$ cat config.mk
export PLATFORM = sky130hd
export DESIGN_NAME = sdtv_pattern_gen
export DESIGN_NICKNAME = d
export VERILOG_FILES = /design/src/rtl/spg_pkg.sv /design/src/rtl/spg_ctrl.sv /design/src/rtl/spg_raster.sv /design/src/rtl/spg_pixel.sv /design/src/rtl/sdtv_pattern_gen.sv
export SDC_FILE = /design/constraint.sdc
export NUM_CORES = 1
export LEC_CHECK = 0
export ABC_AREA = 1
export CAP_MARGIN = 5
export CORE_ASPECT_RATIO = 1.5
export CORE_MARGIN = 2
export CORE_UTILIZATION = 45
export DETAILED_ROUTE_END_ITERATION = 8
export GPL_ROUTABILITY_DRIVEN = 0
export SLEW_MARGIN = 20
export SYNTH_ARGS = -nofsm -noshare
export SYNTH_HDL_FRONTEND = slang
export SYNTH_HIERARCHICAL = 1
export SYNTH_SLANG_ARGS = --single-unit
$ cat constraint.sdc
create_clock -name clk -period 6.9 [get_ports clk]
set_clock_uncertainty 0.1 [all_clocks]
set_input_delay 1.38 -clock clk [delete_from_list [all_inputs] [get_ports clk]]
set_output_delay 1.38 -clock clk [all_outputs]
set_load 0.01 [all_outputs]
$ cat src/rtl/spg_pkg.sv
package spg_pkg;

    typedef enum logic [1:0] {
        ST_IDLE   = 2'd0,
        ST_RUN    = 2'd1,
        ST_REJECT = 2'd2
    } spg_state_e;

    typedef enum logic [1:0] {
        PAT_FLAT  = 2'd0,
        PAT_LOCK  = 2'd1,
        PAT_EQUAL = 2'd2,
        PAT_BARS  = 2'd3
    } spg_pat_e;

    typedef struct packed {
        logic [9:0] cb;
        logic [9:0] y;
        logic [9:0] cr;
    } spg_ycc_t;

    localparam logic [9:0] LVL_BLANK_Y = 10'h040;
    localparam logic [9:0] LVL_BLANK_C = 10'h200;
    localparam logic [9:0] TRS_ONES    = 10'h3FF;
    localparam logic [9:0] TRS_ZERO    = 10'h000;

    localparam spg_ycc_t YCC_BLACK = '{cb: 10'h200, y: 10'h040, cr: 10'h200};
    localparam spg_ycc_t YCC_EQ    = '{cb: 10'h300, y: 10'h198, cr: 10'h300};
    localparam spg_ycc_t YCC_PLL   = '{cb: 10'h200, y: 10'h110, cr: 10'h200};

    // Status word of a timing reference sequence with protection bits.
    function automatic logic [9:0] trs_status(input logic f, input logic v, input logic h);
        return {1'b1, f, v, h, v ^ h, f ^ h, f ^ v, f ^ v ^ h, 2'b00};
    endfunction

    // 75% amplitude bar levels, bar 0 at the left edge.
    function automatic spg_ycc_t bar_level(input logic [2:0] idx);
        spg_ycc_t c;
        case (idx)
            3'd0:    c = '{cb: 10'h200, y: 10'h2D0, cr: 10'h200};
            3'd1:    c = '{cb: 10'h0B0, y: 10'h288, cr: 10'h238};
            3'd2:    c = '{cb: 10'h270, y: 10'h20C, cr: 10'h0B0};
            3'd3:    c = '{cb: 10'h120, y: 10'h1C0, cr: 10'h0E8};
            3'd4:    c = '{cb: 10'h2E0, y: 10'h150, cr: 10'h318};
            3'd5:    c = '{cb: 10'h190, y: 10'h104, cr: 10'h350};
            3'd6:    c = '{cb: 10'h350, y: 10'h08C, cr: 10'h1C8};
            default: c = YCC_BLACK;
        endcase
        return c;
    endfunction

endpackage

$ cat src/rtl/spg_ctrl.sv
module spg_ctrl
    import spg_pkg::*;
#(
    parameter int SEL_W  = 10,
    parameter int CODE_W = 4
) (
    input  logic              clk,
    input  logic              rst_n,
    input  logic              en,
    input  logic [SEL_W-1:0]  sel,
    output logic              run,
    output logic [CODE_W-1:0] code
);

    spg_state_e        state_q, state_d;
    logic [CODE_W-1:0] code_q;
    logic              sel_ok;

    assign sel_ok = (sel[SEL_W-1:CODE_W] == '0);

    always_comb begin
        state_d = state_q;
        unique case (state_q)
            ST_IDLE:   if (en) state_d = sel_ok ? ST_RUN : ST_REJECT;
            ST_RUN:    if (!en) state_d = ST_IDLE;
            ST_REJECT: if (!en) state_d = ST_IDLE;
            default:   state_d = ST_IDLE;
        endcase
    end

    always_ff @(posedge clk or negedge rst_n) begin
        if (!rst_n) state_q <= ST_IDLE;
        else        state_q <= state_d;
    end

    always_ff @(posedge clk or negedge rst_n) begin
        if (!rst_n)                              code_q <= '0;
        else if (state_q == ST_IDLE && en && sel_ok) code_q <= sel[CODE_W-1:0];
    end

    assign run  = (state_q == ST_RUN);
    assign code = code_q;

    AST_CODE_HELD: assert property (@(posedge clk) disable iff (!rst_n)
        (state_q == ST_RUN && $past(state_q == ST_RUN)) |-> $stable(code_q));

    AST_REJECT_BLOCKS: assert property (@(posedge clk) disable iff (!rst_n)
        (state_q == ST_REJECT) |=> (state_q != ST_RUN));

endmodule

$ cat src/rtl/spg_raster.sv
module spg_raster #(
    parameter int HW          = 12,
    parameter int LW          = 10,
    parameter int ACT_43      = 1440,
    parameter int ACT_169     = 1920,
    parameter int TOT_525_43  = 1716,
    parameter int TOT_625_43  = 1728,
    parameter int TOT_525_169 = 2288,
    parameter int TOT_625_169 = 2304,
    parameter int LINES_525   = 525,
    parameter int LINES_625   = 625,
    parameter int VBL_525     = 19,
    parameter int VBL_625     = 24
) (
    input  logic          clk,
    input  logic          rst_n,
    input  logic          run,
    input  logic          wide,
    input  logic          pal,
    output logic [HW-1:0] h_pos,
    output logic [HW-1:0] tot,
    output logic [HW-1:0] act_len,
    output logic          fld,
    output logic          vbl,
    output logic          late_half
);

    localparam int F2S_525 = (LINES_525 + 1) / 2;
    localparam int F2S_625 = (LINES_625 + 1) / 2;

    logic [HW-1:0] h_q;
    logic [LW-1:0] ln_q;
    logic [LW-1:0] nlines, f2s, vb, lif, fact;

    always_comb begin
        if (wide) tot = pal ? HW'(TOT_625_169) : HW'(TOT_525_169);
        else      tot = pal ? HW'(TOT_625_43)  : HW'(TOT_525_43);
        act_len = wide ? HW'(ACT_169) : HW'(ACT_43);
        nlines  = pal ? LW'(LINES_625) : LW'(LINES_525);
        f2s     = pal ? LW'(F2S_625)   : LW'(F2S_525);
        vb      = pal ? LW'(VBL_625)   : LW'(VBL_525);
        fld       = (ln_q >= f2s);
        lif       = fld ? (ln_q - f2s) : ln_q;
        fact      = fld ? (nlines - f2s - vb) : (f2s - vb);
        vbl       = (lif < vb);
        late_half = ((lif - vb) >= (fact >> 1));
    end

    always_ff @(posedge clk or negedge rst_n) begin
        if (!rst_n) begin
            h_q  <= '0;
            ln_q <= '0;
        end else if (!run) begin
            h_q  <= '0;
            ln_q <= '0;
        end else if (h_q == tot - 1'b1) begin
            h_q  <= '0;
            ln_q <= (ln_q == nlines - 1'b1) ? '0 : ln_q + 1'b1;
        end else begin
            h_q  <= h_q + 1'b1;
        end
    end

    assign h_pos = h_q;

    AST_H_BOUND: assert property (@(posedge clk) disable iff (!rst_n)
        run |-> (h_q < tot));

    AST_LINE_STABLE: assert property (@(posedge clk) disable iff (!rst_n)
        (run && $past(run) && h_q != '0) |-> $stable(ln_q));

    AST_LN_BOUND: assert property (@(posedge clk) disable iff (!rst_n)
        run |-> (ln_q < nlines));

endmodule

$ cat src/rtl/spg_pixel.sv
module spg_pixel
    import spg_pkg::*;
#(
    parameter int HW      = 12,
    parameter int ACT_43  = 1440,
    parameter int ACT_169 = 1920
) (
    input  logic [HW-1:0] h_pos,
    input  logic [HW-1:0] tot,
    input  logic [HW-1:0] act_len,
    input  logic          wide,
    input  logic          fld,
    input  logic          vbl,
    input  logic          late_half,
    input  logic [1:0]    pat,
    output logic [9:0]    word,
    output logic          sol
);

    localparam int BW_43  = ACT_43 / 8;
    localparam int BW_169 = ACT_169 / 8;

    logic [HW-1:0] act0, sav0, a_idx, bar_w;
    logic [2:0]    bar_idx;
    spg_ycc_t      ycc;
    logic [9:0]    trs_w;

    always_comb begin
        act0  = tot - act_len;
        sav0  = act0 - HW'(4);
        a_idx = h_pos - act0;
        bar_w = wide ? HW'(BW_169) : HW'(BW_43);
        bar_idx = 3'd0;
        for (int i = 1; i < 8; i++) begin
            if (a_idx >= HW'(i) * bar_w) bar_idx = 3'(i);
        end
    end

    always_comb begin
        unique case (spg_pat_e'(pat))
            PAT_FLAT:  ycc = YCC_BLACK;
            PAT_LOCK:  ycc = late_half ? YCC_PLL : YCC_BLACK;
            PAT_EQUAL: ycc = late_half ? YCC_BLACK : YCC_EQ;
            PAT_BARS:  ycc = bar_level(bar_idx);
            default:   ycc = YCC_BLACK;
        endcase
    end

    always_comb begin
        logic [1:0] k;
        logic       h_bit;
        h_bit = (h_pos < HW'(4));
        k     = h_bit ? h_pos[1:0] : 2'(h_pos - sav0);
        unique case (k)
            2'd0:    trs_w = TRS_ONES;
            2'd3:    trs_w = trs_status(fld, vbl, h_bit);
            default: trs_w = TRS_ZERO;
        endcase
    end

    always_comb begin
        if (h_pos < HW'(4) || (h_pos >= sav0 && h_pos < act0)) begin
            word = trs_w;
        end else if (h_pos < act0 || vbl) begin
            word = h_pos[0] ? LVL_BLANK_Y : LVL_BLANK_C;
        end else begin
            unique case (a_idx[1:0])
                2'd0:    word = ycc.cb;
                2'd2:    word = ycc.cr;
                default: word = ycc.y;
            endcase
        end
    end

    assign sol = (h_pos == '0);

endmodule

$ cat src/rtl/sdtv_pattern_gen.sv
module sdtv_pattern_gen
    import spg_pkg::*;
#(
    parameter int ACT_43      = 1440,
    parameter int ACT_169     = 1920,
    parameter int TOT_525_43  = 1716,
    parameter int TOT_625_43  = 1728,
    parameter int TOT_525_169 = 2288,
    parameter int TOT_625_169 = 2304,
    parameter int LINES_525   = 525,
    parameter int LINES_625   = 625,
    parameter int VBL_525     = 19,
    parameter int VBL_625     = 24
) (
    input  logic       clk,
    input  logic       rst_n,
    input  logic       tpg_en,
    input  logic [9:0] tpg_sel,
    output logic [9:0] vid_word,
    output logic       vid_sol,
    output logic       vid_field,
    output logic       vid_vblank
);

    localparam int TOT_A   = (TOT_525_43 > TOT_625_43) ? TOT_525_43 : TOT_625_43;
    localparam int TOT_B   = (TOT_525_169 > TOT_625_169) ? TOT_525_169 : TOT_625_169;
    localparam int TOT_MAX = (TOT_A > TOT_B) ? TOT_A : TOT_B;
    localparam int LN_MAX  = (LINES_525 > LINES_625) ? LINES_525 : LINES_625;
    localparam int HW      = $clog2(TOT_MAX + 1);
    localparam int LW      = $clog2(LN_MAX + 1);

    logic          run;
    logic [3:0]    code;
    logic [HW-1:0] h_pos, tot, act_len;
    logic          fld, vbl, late_half;
    logic [9:0]    px_word;
    logic          px_sol;

    spg_ctrl #(.SEL_W(10), .CODE_W(4)) u_ctrl (
        .clk(clk), .rst_n(rst_n), .en(tpg_en), .sel(tpg_sel),
        .run(run), .code(code)
    );

    spg_raster #(
        .HW(HW), .LW(LW), .ACT_43(ACT_43), .ACT_169(ACT_169),
        .TOT_525_43(TOT_525_43), .TOT_625_43(TOT_625_43),
        .TOT_525_169(TOT_525_169), .TOT_625_169(TOT_625_169),
        .LINES_525(LINES_525), .LINES_625(LINES_625),
        .VBL_525(VBL_525), .VBL_625(VBL_625)
    ) u_raster (
        .clk(clk), .rst_n(rst_n), .run(run), .wide(code[3]), .pal(code[2]),
        .h_pos(h_pos), .tot(tot), .act_len(act_len),
        .fld(fld), .vbl(vbl), .late_half(late_half)
    );

    spg_pixel #(.HW(HW), .ACT_43(ACT_43), .ACT_169(ACT_169)) u_pixel (
        .h_pos(h_pos), .tot(tot), .act_len(act_len), .wide(code[3]),
        .fld(fld), .vbl(vbl), .late_half(late_half), .pat(code[1:0]),
        .word(px_word), .sol(px_sol)
    );

    always_ff @(posedge clk or negedge rst_n) begin
        if (!rst_n) begin
            vid_word   <= '0;
            vid_sol    <= 1'b0;
            vid_field  <= 1'b0;
            vid_vblank <= 1'b0;
        end else begin
            vid_word   <= run ? px_word : '0;
            vid_sol    <= run & px_sol;
            vid_field  <= run & fld;
            vid_vblank <= run & vbl;
        end
    end

    AST_IDLE_QUIET: assert property (@(posedge clk) disable iff (!rst_n)
        !run |=> (vid_word == '0 && !vid_sol && !vid_field && !vid_vblank));

    AST_SOL_SEQ: assert property (@(posedge clk) disable iff (!rst_n)
        (vid_sol && run) |=> (vid_word == TRS_ZERO));

    AST_SOL_WORD: assert property (@(posedge clk) disable iff (!rst_n)
        vid_sol |-> (vid_word == TRS_ONES));

    AST_FIELD_AT_LINE: assert property (@(posedge clk) disable iff (!rst_n)
        $rose(vid_field) |-> vid_sol);

endmodule

After elaboration in Yosys (flattened, before gate mapping)
Cells that the tools add are included.
- bits of input ports: 13
- flip-flop bits (word level): 41
- logic and storage cells: 114
- multipliers: 4
- eq/ne operators: 18
- reduce and logical (&&, ||, !) cells: 14
- magnitude comparators: 13
- bitwise logic cells: 7
- multiplexer cells: 37
- $add $sub $neg: 13
- operators by type and width (cell ; number):
    $pmux 30 s7 ; 1
    $pmux 30 s4 ; 1
    $mux 10 ; 10
    $ge 12x12->1 ; 8
    $sub 10x10->10 ; 5
    $pmux 10 s2 ; 2
    $mux 12 ; 3
    $mux 29 ; 1
    $mul 3x12->12 const A ; 2
    $mux 7 ; 3
    $mux 19 ; 1
    $add 12x1->12 const B ; 1
    $eq 12x12->1 ; 1
    $logic_not 12->1 ; 1
    $lt 12x12->1 ; 1
    $lt 12x3->1 const B ; 1
    $mul 2x12->11 const A ; 1
    $mul 2x12->12 const A ; 1
    $mux 2 ; 6
    $mux 3 ; 4
    $sub 12x1->12 const B ; 1
    $sub 12x11->12 ; 1
    $sub 12x12->12 ; 1
    $sub 12x3->12 const B ; 1
    other kinds (28) ; 48

Depth between registers and ports, before layout
- depth in word-level cells: 19
- mapped depth: 46

Modules after synthesis
Netlist, hierarchy kept.
- modules (own cells, without submodules) (module ; cells each ; seq. area each (um^2) ; instances ; area each (um^2)):
    spg_pixel ; 559 ; 0.0 ; 1 ; 3100.5
    spg_raster ; 355 ; 550.5 ; 1 ; 2424.8
    sdtv_pattern_gen ; 40 ; 325.3 ; 1 ; 434.2
    spg_ctrl ; 40 ; 150.1 ; 1 ; 314.1

Least setup slack after synthesis
OpenSTA, ideal clock, no wires.
- path kind: register to register
- start: reg u_ctrl.code_q[2], in the netlist u_ctrl/code[2]
- end: reg vid_word[8]
- cell stages (with the launch flop): 42
- data required time: 6.687 ns
- slack: 1.278 ns
- period minus slack after synthesis: 5.622 ns
- buffers on the path: 0
- arrival time: 5.409 ns
- library setup time: 0.113 ns
- path through: dfrtp_1 -> inv_1 -> ha_1 -> ha_1 -> nand3_1 -> nand3_1 -> xor2_1 -> inv_1 -> ha_1 -> nand2_1 -> nor3_1 -> nand2_1 -> o211ai_1 -> nand3_2 -> nand2_1 -> inv_1 -> ha_1 -> inv_1 -> (+6 left out) -> nor2_1 -> o21ai_0 -> nand2_1 -> nor2_4 -> nand2_1 -> nand3_1 -> inv_1 -> ha_1 -> nor2_1 -> inv_1 -> nand2_1 -> a21oi_1 -> o21ai_0 -> nand3_1 -> nand2_1 -> nand2_1 -> nand2_1 -> inv_1
- cells in the longest elaborated chain, start to end: 19
- elaborated cells on any way between the ends: 54
- classes of those cells: add/sub: 8; order compare: 12; eq/ne: 6; mux: 24; reduce/logical: 4
- ends and longest elaborated chain (item ; RTL line ; RTL):
    start: declaration ; spg_ctrl.sv:16 ; logic [CODE_W-1:0] code_q;
    start signal: assignment ; spg_ctrl.sv:38 ; else if (state_q == ST_IDLE && en && sel_ok) code_q <= sel[CODE_W-1:0];
    $mux 7 or $mux 9 (tied branches) ; spg_raster.sv:37, spg_raster.sv:36 ;
    $mux 12 * ; spg_raster.sv:36 ; if (wide) tot = pal ? HW'(TOT_625_169) : HW'(TOT_525_169);
    net tot[4] ; sdtv_pattern_gen.sv:34 ; logic [HW-1:0] h_pos, tot, act_len;
    $sub 12x11->12 * ; spg_pixel.sv:29 ; act0 = tot - act_len;
    $sub 12x12->12 ; spg_pixel.sv:31 ; a_idx = h_pos - act0;
    $ge 12x12->1 ; spg_pixel.sv:35 ; if (a_idx >= HW'(i) * bar_w) bar_idx = 3'(i);
    $mux 1 ; spg_pixel.sv:35 ;
    $mux 2 (2 in a row) ; spg_pixel.sv:35 ;
    $mux 3 (4 in a row) ; spg_pixel.sv:35 ;
    $eq 3x3->1, or another cell as far along ; spg_pkg.sv:39 ; case (idx)
    $pmux 30 s7 ; spg_pkg.sv:39 ;
    $pmux 30 s4 ; spg_pixel.sv:40 ; unique case (spg_pat_e'(pat))
    $pmux 10 s2 ; spg_pixel.sv:67 ; unique case (a_idx[1:0])
    $mux 10 ; spg_pixel.sv:64 ; end else if (h_pos < act0 || vbl) begin
    $mux 10 * ; spg_pixel.sv:62 ; if (h_pos < HW'(4) || (h_pos >= sav0 && h_pos < act0)) begin
    net px_word[8] ; sdtv_pattern_gen.sv:36 ; logic [9:0] px_word;
    $mux 10 * ; sdtv_pattern_gen.sv:69 ; vid_word <= run ? px_word : '0;
    end signal: assignment ; sdtv_pattern_gen.sv:69 ;
    end: declaration ; sdtv_pattern_gen.sv:19 ; output logic [9:0] vid_word,
The timed path passes the listed nets; every way through them passes the cells marked *.
A chain may end at the register's enable or synchronous reset.

Worst setup path in the final report
- start: reg u_ctrl.code_q[3], in the netlist u_ctrl/code[3]
- end: reg vid_word[8]
- cells in the longest elaborated chain, start to end: 18
- elaborated cells on any way between the ends: 49
- classes of those cells: add/sub: 4; mul: 4; order compare: 9; eq/ne: 8; mux: 18; reduce/logical: 6
- ends and longest elaborated chain (item ; RTL line ; RTL):
    $mux 10 * ; spg_raster.sv:38 ; act_len = wide ? HW'(ACT_169) : HW'(ACT_43);
    net act_len[5] ; sdtv_pattern_gen.sv:34 ;
    $sub 12x11->12 * ; spg_pixel.sv:29 ;
    $sub 12x12->12 ; spg_pixel.sv:31 ;
    $ge 12x12->1 ; spg_pixel.sv:35 ;
    $mux 1 ; spg_pixel.sv:35 ;
    $mux 2 (2 in a row) ; spg_pixel.sv:35 ;
    $mux 3 (4 in a row) ; spg_pixel.sv:35 ;
    $eq 3x3->1, or another cell as far along ; spg_pkg.sv:39 ;
    $pmux 30 s7 ; spg_pkg.sv:39 ;
    $pmux 30 s4 ; spg_pixel.sv:40 ;
    $pmux 10 s2 ; spg_pixel.sv:67 ;
    $mux 10 ; spg_pixel.sv:64 ;
    $mux 10 * ; spg_pixel.sv:62 ;
    net px_word[8] ; sdtv_pattern_gen.sv:36 ;
    $mux 10 * ; sdtv_pattern_gen.sv:69 ;
Marked as above.

==> flow_summary_export.csv <==
group,metric,value,unit
worst_hold_path,worstHoldPathCells,2,
logic_synthesis,yosys-top-cells-area,"dfrtp_1 16%, ha_1 16%, nand2_1 15%, inv_1 9.9%, nand3_1 5.7%",
global_route,grtUsageMet3,1.32,%
global_route,antenna_found_initial,0,
timing,hold_violations,0,
cells_and_area,syn2layout_area_growth,7.42,%
logic_synthesis,ys.flop_type,"dfrtp_1",
critical_path,r2r_start,"u_ctrl/code[3]",
critical_path,path_max_fanout,6,
floorplan,core-area,0.0135,mm^2
timing,finalSetupViolations,0,
global_route,grt_max_degree,42,
floorplan,fp.dieH,149,um
logic_synthesis,synth-seq-cells,41,
logic_synthesis,synth_top_family_by_area,"simple AND/OR/NAND/NOR gates",
worst_hold_path,hp-class,"flip-flop to flip-flop",
power_and_ir_drop,ir_drop,0.000153,V
run,max_cap_viol_count,0,
route,viasPerCell,5.19,
cts,clock-sinks,41,
logic_synthesis,synth-compound-area-share,11.7,%
logic_synthesis,syn_area,0.00627,mm^2
critical_path,crit_slowest_cell,"ha_1",
cells_and_area,diodes,0,
logic_synthesis,synth_fa_ha_area_share,16.8,%
logic_synthesis,synth-edff-count,0,
logic_synthesis,yosys.area_share.xor_xnor,4.61,%
critical_path,cpMostUsedCell,"nand2_1",
logic_synthesis,synthCells,994,
logic_synthesis,yosysTopAreaCell,"dfrtp_1",
cts,htree_levels,2,
route,dr_total_vias,6114,
critical_path,startpoint_type,"flip-flop",
cts,numCtsBuffers,5,
cts,post_cts_buffers,0,
cts,cts.root.buffer_cell,"clkbuf_16",
cts,cts_tree,"done",
global_route,grt_use_met2,45.6,%
logic_synthesis,netlist.area_leader.share,16.4,%
cts,worstSkewPairLatency,0.29,ns
placement,hpwl,13.6,mm
cts,clk_pin_slew_worst_paths,0.06,ns
cells_and_area,layout_common_cells,"257 x nand2_1, 165 x inv_1, 80 x nor2_1",
floorplan,start_util,46.4,%
logic_synthesis,async_flop_share,100,%
worst_hold_path,worstHoldStart,"u_ctrl/state_q[1]",
timing,max_slew_margin,36.5,%
route,ant_nets,0,
route,first_pass_iters,5,
global_route,grt_util_all_layers,23.0,%
timing,fin_crit,5.87,ns
global_route,use_met1,24.6,%
timing,worst_pin_slew,0.953,ns
route,routed_wl,16.7,mm
critical_path,r2r_end,"vid_word[8]",
critical_path,r2r_slack,1.03,ns
logic_synthesis,synth_cell_types,48,
route,wl_per_cell,14.2,um
global_route,grt_pass1_vias,5839,
floorplan,ioPinCount,26,
power_and_ir_drop,cellPowerDensity,209,mW/mm^2
critical_path,crit_type,"flip-flop to flip-flop",
timing,slew_violations,0,
cells_and_area,drive_above_1_share,8.47,%
cells_and_area,nFillCells,1475,
outcome,status,"complete, no violations",
logic_synthesis,synth.area.mux_share,0,%
critical_path,cp.arrival,5.95,ns
floorplan,fp.dieArea,0.0149,mm^2
global_route,busiest_layer,"met2",
timing,rsz0062_at_grt,"false",
cells_and_area,final_common_cell,"nand2_1",
global_route,grt_pass1_wl,27.5,mm
cts,clockBufferDepth,2,
critical_path,required,6.98,ns
timing,final.period_utilization,85.1,%
power_and_ir_drop,leakagePower,0.00364,uW
global_route,grt-ovfl-total,0,
cts,cts.repair.resized,0,
worst_hold_path,whs_endpoint,"u_ctrl/state_q[1]",
route,drc,0,
floorplan,die_w,100,um
route,drtIter0Drc,289,
timing,tns,0,ns
cells_and_area,final_nets,1110,
placement,buffer_ports.inserted,25,
floorplan,rows,52,
logic_synthesis,synth_simple_gate_area_share,36.6,%
timing,fmax,170,MHz
logic_synthesis,yosys_warnings,6,
critical_path,cp_slowest_stage_delay,0.41,ns
logic_synthesis,ys_seq_area_share,16.4,%
critical_path,reg2reg_depth,41,
critical_path,crit_path_end_kind,"flip-flop",
power_and_ir_drop,p_total,1410,uW
cts,hold_buffers,0,
logic_synthesis,syn_avg_cell_area,6.31,um^2
[critical path: cells and delay by family (launching register included)]
family / cells / cell delay [ns]
flip-flops: 1 / 0.34
buffers and inverters: 7 / 0.58
XOR/XNOR: 1 / 0.34
AO/OA/AOI/OAI: 4 / 0.52
AND/OR/NAND/NOR: 24 / 2.34
adder cells (fa/ha/maj): 5 / 1.58
[sequential cells by signal (all words and copies together), names as in the netlist]
register / flops
vid_sol: 1
u_ctrl/code: 4
vid_vblank: 1
u_raster/ln_q: 10
vid_word: 10
u_raster/h_pos: 12
u_ctrl/state_q: 2
vid_field: 1
[cells by family (layout without fill, tap and decap cells)]
| logic type | Yosys count | in the layout |
|---|---|---|
| AOI/OAI and AO/OA | 130 | 130 |
| xor gates and xnor gates | 33 | 33 |
| adders and majority gates | 82 | 82 |
| buffers and inverters | 204 | 214 |
| DFF | 41 | 41 |
| other | 2 | 13 |
| and+or+nand+nor | 502 | 502 |
[area by class of cell]
cell class / instances / area (um^2) / share of cell area, %
Clock buffer: 7 / 143 / 2.12
Multi-Input combinational cell: 760 / 4420 / 65.6
Timing Repair Buffer: 29 / 275 / 4.08
Tap cell: 162 / 203 / 3.01
Inverter: 178 / 669 / 9.93
Sequential cell: 41 / 1030 / 15.2
[Yosys cell counts, types with 9 or more instances]
cell type  count
nand2_1      257
nand3_1       72
xnor2_1        9
nand3_2       14
a21oi_1       54
inv_2         12
nand4_1       12
xor2_1        24
nor2_2         9
nor2_1        80
o21ai_0       39
nor3_1        17
dfrtp_1       41
nand2_2       23
ha_1          78
buf_4         20
inv_1        165
[through the flow]
step	util [%]	area [um^2]	std cells	setup slack, ns	hold WS, ns
after global routing	49.8	6740	1177	0.266	0.442
final	49.8	6740	1177	1.03	0.404
after floorplan	-	6310	1005	1.28	0.353
after CTS	49.8	6740	1177	1.08	0.405
after detailed placement	48.7	6600	1170	1.12	0.378
after global placement	48.7	6600	1170	1.27	0.384
[worst max path at each step]
| stage | startpoint | endpoint | slack [ns] | cells after the start |
|---|---|---|---|---|
| floorplan | u_ctrl/code[2] | vid_word[8] | 1.28 | 41 |
| global placement | u_ctrl/code[3] | vid_word[8] | 1.27 | 41 |
| detailed placement | u_ctrl/code[3] | vid_word[8] | 1.12 | 41 |
| CTS | u_ctrl/code[3] | vid_word[8] | 1.08 | 41 |
| global route | u_ctrl/code[3] | vid_word[8] | 0.27 | 38 |
| finish | u_ctrl/code[3] | vid_word[8] | 1.03 | 41 |
[metal layers]
layer | vias up | share of wire (%)
met3 | 38 | 2.0
met1 | 2787 | 40
met2 | 112 | 55
li1 | 3177 | -
met5 | - | 0
met4 | 0 | 3.7
[where the power goes]
group	internal, uW	switching [uW]	total (uW)
logic	313	603	916
clock network	142	94.8	237
registers	249	5.12	254
total	704	703	1410
Power figures use the tool's default switching activity.
